`src/rtl/alu_pkg.sv`:
```
package alu_pkg;
   typedef enum logic [1:0] {
      FN_ADD = 2'b00,
      FN_SUB = 2'b01,
      FN_OR  = 2'b10,
      FN_AND = 2'b11
   } alu_fn_e;
endpackage

```
`src/rtl/alu_cell.sv`:
```
// One bit of the ALU: full adder on (a, b^inv, ci), plus AND/OR, with a 4:1 pick.
module alu_cell
   import alu_pkg::*;
(
   input  logic    a,
   input  logic    b,
   input  logic    inv,
   input  logic    ci,
   input  alu_fn_e fn,
   output logic    q,
   output logic    co
);
   logic bx;
   logic sum;

   always_comb begin
      bx  = b ^ inv;
      sum = a ^ bx ^ ci;
      co  = (a & bx) | (a & ci) | (bx & ci);
      unique case (fn)
         FN_ADD, FN_SUB: q = sum;
         FN_OR:          q = a | b;
         FN_AND:         q = a & b;
         default:        q = sum;
      endcase
   end
endmodule

```
`src/rtl/alu_nz_detect.sv`:
```
// Non-zero detector; GROUP selects a flat reduction or a two-level grouped OR.
module alu_nz_detect #(
   parameter int WIDTH = 32,
   parameter int GROUP = 8
) (
   input  logic [WIDTH-1:0] vec,
   output logic             any_set
);
   localparam int NGRP = (WIDTH + GROUP - 1) / GROUP;

   initial begin
      if (GROUP < 1) $error("alu_nz_detect: GROUP must be at least 1");
   end

   generate
      if (GROUP >= WIDTH) begin : g_flat
         assign any_set = |vec;
      end else begin : g_grouped
         logic [NGRP-1:0] part;
         for (genvar g = 0; g < NGRP; g++) begin : g_part
            localparam int LO = g * GROUP;
            localparam int HI = ((g + 1) * GROUP > WIDTH) ? WIDTH - 1 : (g + 1) * GROUP - 1;
            assign part[g] = |vec[HI:LO];
         end
         assign any_set = |part;
      end
   endgenerate
endmodule

```
`src/rtl/alu_bitslice.sv`:
```
module alu_bitslice
   import alu_pkg::*;
#(
   parameter int WIDTH    = 32,
   parameter int NZ_GROUP = 8
) (
   input  logic [WIDTH-1:0] opd_a,
   input  logic [WIDTH-1:0] opd_b,
   input  logic [1:0]       func,
   output logic [WIDTH-1:0] result,
   output logic             ovf,
   output logic             nonzero
);
   localparam int MSB = WIDTH - 1;

   initial begin
      if (WIDTH < 2) $error("alu_bitslice: WIDTH must be at least 2");
   end

   alu_fn_e fn;
   logic    sub_en;
   logic    arith;
   logic    top_ci;
   logic    top_co;

   assign fn     = alu_fn_e'(func);
   assign sub_en = (fn == FN_SUB);
   assign arith  = (fn == FN_ADD) | (fn == FN_SUB);

   generate
      for (genvar i = 0; i < WIDTH; i++) begin : g_slice
         logic ci;
         logic co;
         if (i == 0) begin : g_first
            assign ci = sub_en;
         end else begin : g_next
            assign ci = g_slice[i-1].co;
         end
         alu_cell u_cell (
            .a   (opd_a[i]),
            .b   (opd_b[i]),
            .inv (sub_en),
            .ci  (ci),
            .fn  (fn),
            .q   (result[i]),
            .co  (co)
         );
      end
   endgenerate

   assign top_ci = g_slice[MSB].ci;
   assign top_co = g_slice[MSB].co;
   assign ovf    = arith & (top_ci ^ top_co);

   alu_nz_detect #(
      .WIDTH (WIDTH),
      .GROUP (NZ_GROUP)
   ) u_nz (
      .vec     (result),
      .any_set (nonzero)
   );
endmodule

```
`config.mk`:
```
export PLATFORM = sky130hd
export DESIGN_NAME = alu_bitslice
export DESIGN_NICKNAME = d
export VERILOG_FILES = /design/src/rtl/alu_pkg.sv /design/src/rtl/alu_cell.sv /design/src/rtl/alu_nz_detect.sv /design/src/rtl/alu_bitslice.sv
export SDC_FILE = /design/constraint.sdc
export NUM_CORES = 1
export LEC_CHECK = 0
export ABC_AREA = 1
export BUFFER_PORTS_ARGS = -buffer_cell sky130_fd_sc_hd__buf_2
export CAP_MARGIN = 20
export CELL_PAD_IN_SITES_DETAIL_PLACEMENT = 2
export CELL_PAD_IN_SITES_GLOBAL_PLACEMENT = 2
export CORE_UTILIZATION = 25
export DETAILED_ROUTE_END_ITERATION = 16
export PLACE_DENSITY = 0.82
export REMOVE_ABC_BUFFERS = 1
export SKIP_LAST_GASP = 1
export SYNTH_ARGS = -nofsm -noshare
export SYNTH_HDL_FRONTEND = slang
export SYNTH_SLANG_ARGS = --single-unit
```
`constraint.sdc`:
```
create_clock -name vclk -period 23.8
set_clock_uncertainty 0.15 [all_clocks]
set_input_delay 3.57 -clock vclk [all_inputs]
set_output_delay 3.57 -clock vclk [all_outputs]
set_load 0.05 [all_outputs]
```
==> run summary <==
## Drt
• **average wire per cell in the routed design** 12.9 microns
• **number of vias in the routed layout** 2,545
• **remaining antenna violation count after routing** 0
• **DRT Pass-1 Iters** 4
• **1st-iter DRT viols** 28
• **Final Routed Wirelength** 7650 microns
• **remaining design rule violation count** 0
• **mean number of vias per cell** 4.28

## Timing
• **Least-Margin Pin Slew** 0.702 ns
• **final critical-path setup slack** 2.39 ns
• **remaining max-slew budget at the tightest pin** 53.0%
• **max-slew violation count** 0
• **final worst path period need** 21.41 ns
• **RSZ-0062 raised after global routing** false
• **count of endpoints failing setup in the final report** 0
• **post-route setup TNS** 0 ns
• **post-route fraction of the period consumed by the critical path** 90.0%
• **Max Clk Rate** 46.7 MHz
• **Hold Fails Final Rpt** 0

## Cells and area
• **sequential standard cell area** 0 sq um
• **Antenna diodes** 0
• **area of combinational cells with multiple inputs** 1890 sq um
• **signed area change from the synthesized netlist to the final layout** 15.0%
• **sequential cell count** 0
• **cell area after layout** 2850 sq um
• **final core utilization** 30.2%
• **nets** 566
• **layout clock buffer count** 0
• **Filler cells** 1,226
• **fraction of final layout cells sized beyond drive strength 1** 25.8%

## Flow run
• **max-cap viol count** 0

## Global route
• **total global-route track usage** 15.2%
• **global-route wire length before repair** 12,700 microns
• **overflow left after global routing** 0
• **via count of the first global-routing pass** 2,760
• **maximum number of pins on one net before global-route repair** 32
• **initial antenna violation count** 0

## Worst setup path
• **Setup crit start kind** input port
• **worst path arrival time** 17.69 ns
• **Crit. End Element** output pin
• **slowest cell on the critical path** sky130_fd_sc_hd__fa_1
• **classification of the worst setup path** in2out
• **Top cell by count, worst path** sky130_fd_sc_hd__fa_1
• **Worst EP required** 20.08 ns
• **critical path fanouts, max** 30
• **crit path from** func[1]
• **delay contributed by the slowest stage of the critical path** 0.42 ns
• **total buffers and inverters traversed by the critical path** 6
• **Largest delay share family, worst path** adder cells

## Yosys
• **xor and xnor area share after synthesis** 11.0%
• **Synth Warn #** 0
• **Mapped Area** 2470 sq um
• **main area contributors after synthesis** sky130_fd_sc_hd__fa_1 25%, sky130_fd_sc_hd__nor2_1 16%, sky130_fd_sc_hd__buf_4 12%, sky130_fd_sc_hd__inv_1 10%, sky130_fd_sc_hd__xor2_1 9.9%
• **Mean Syn Cell Area** 6.08 sq um
• **multiplexer fraction of the synthesized cell area** 0%
• **library cells used by synthesis** 19
• **simple logic cell fraction of the synthesized area** 32.2%
• **sequential share of the synthesized area** 0%
• **combinational family with the most area after synthesis** simple AND/OR/NAND/NOR gates
• **Yosys top cell area share** 25.1%
• **adder-cell share of the synthesized area** 26.1%
• **dominant cell by count in the synthesized netlist** sky130_fd_sc_hd__nor2_1
• **cells after synthesis** 407
• **complex-gate fraction of the synthesized area** 6.88%
• **post-synth top area cell** sky130_fd_sc_hd__fa_1
• **ranking of synthesized cells by instance count** 105 x sky130_fd_sc_hd__nor2_1, 68 x sky130_fd_sc_hd__inv_1, 63 x sky130_fd_sc_hd__nand2_1

## Place
• **HPWL Detailed** 6580 microns
• **instance area at placement** 2820 sq um
• **worst slack after detailed placement** 2.31 ns
• **number of buffer cells added on primary ports** 100
• **GPL Wtd Cong** 0.747

## Clock network
• **CTS Hold Buffers Added** 0
• **number of gates given a new drive strength after cts** 0
• **number of buffers added for setup after CTS** 0

## Hold path
• **instance count along the most critical hold path** 6
• **start point of the worst hold path** opd_a[30]
• **class of the worst hold path** in2out
• **WHS Endpoint** result[30]

## Die
• **initial core utilization** 26.3%
• **Core Region** 9420 sq um
• **chip height** 101 microns
• **total die area** 10,300 sq um
• **number of ports placed on the die boundary** 100
• **placement row count** 35
• **width of the die** 101 microns

## Power
• **Power Total** 0.000117 W
• **reported leakage power** 1.63 nW
• **maximum ir drop on the vdd rail** 0.0000237 V
• **pwr dens** 41.3 nW/um^2

## Outcome
• **status** finished, final reports clean

[area by class of cell]
cell class                 instances  area share (%)
multi-input combinational        293            66.3
timing repair buffer             102            18.8
inverter                          70            9.23
tap                              129            5.67
[report_power, final]
part	total (W)	internal, W	switching, W
clock	0	0	0
combinational	0.000117	0.0000358	0.0000817
sequential	0	0	0
total	0.000117	0.0000358	0.0000817
[kinds of logic after synthesis]
logic type | count (synthesis)
buf+inv | 114
compound gates | 34
fa+ha+maj | 33
simple gates | 195
xor+xnor | 31
[through the flow]
| stage | hold WS (ns) | instances |
|---|---|---|
| after floorplan | 7.29 | 363 |
| after global placement | 7.56 | 593 |
| after detailed placement | 7.57 | 593 |
| after CTS | 7.57 | 593 |
| after global routing | 7.61 | 594 |
| final | 7.57 | 594 |
[worst max-delay path by stage]
stage                     endpoint  slack, ns  cells after the start
final                      nonzero       2.39                     46
after global routing       nonzero       1.68                     46
after CTS                  nonzero       2.26                     46
after detailed placement   nonzero       2.31                     46
after global placement     nonzero       2.67                     46
after floorplan            nonzero       2.87                     44
[metal layers]
metal | track usage (%) | vias up | share of wire, %
li1 | - | 1260 | -
met1 | 18.5 | 1231 | 42
met2 | 30.9 | 54 | 54
met3 | 0.828 | 0 | 3.5
met4 | 0 | 0 | 0
met5 | 0 | - | 0
[layout by cell type, fill, tap and decap left out]
cell and count:
sky130_fd_sc_hd__nand2_1 62, sky130_fd_sc_hd__xor2_1 28, sky130_fd_sc_hd__inv_1 68, sky130_fd_sc_hd__buf_16 1, sky130_fd_sc_hd__buf_4 1, sky130_fd_sc_hd__or2_2 14
sky130_fd_sc_hd__nand2_2 2, sky130_fd_sc_hd__inv_2 2, sky130_fd_sc_hd__o21ai_0 17, sky130_fd_sc_hd__xnor2_1 3, sky130_fd_sc_hd__o21ai_1 15, sky130_fd_sc_hd__nor2_1 105
sky130_fd_sc_hd__or2_1 9, sky130_fd_sc_hd__buf_2 100, sky130_fd_sc_hd__ha_1 2, sky130_fd_sc_hd__a21oi_1 2, sky130_fd_sc_hd__fa_1 31, sky130_fd_sc_hd__or2_0 1
sky130_fd_sc_hd__nand3_1 2
No activity file was read; power rests on OpenSTA's default activity.
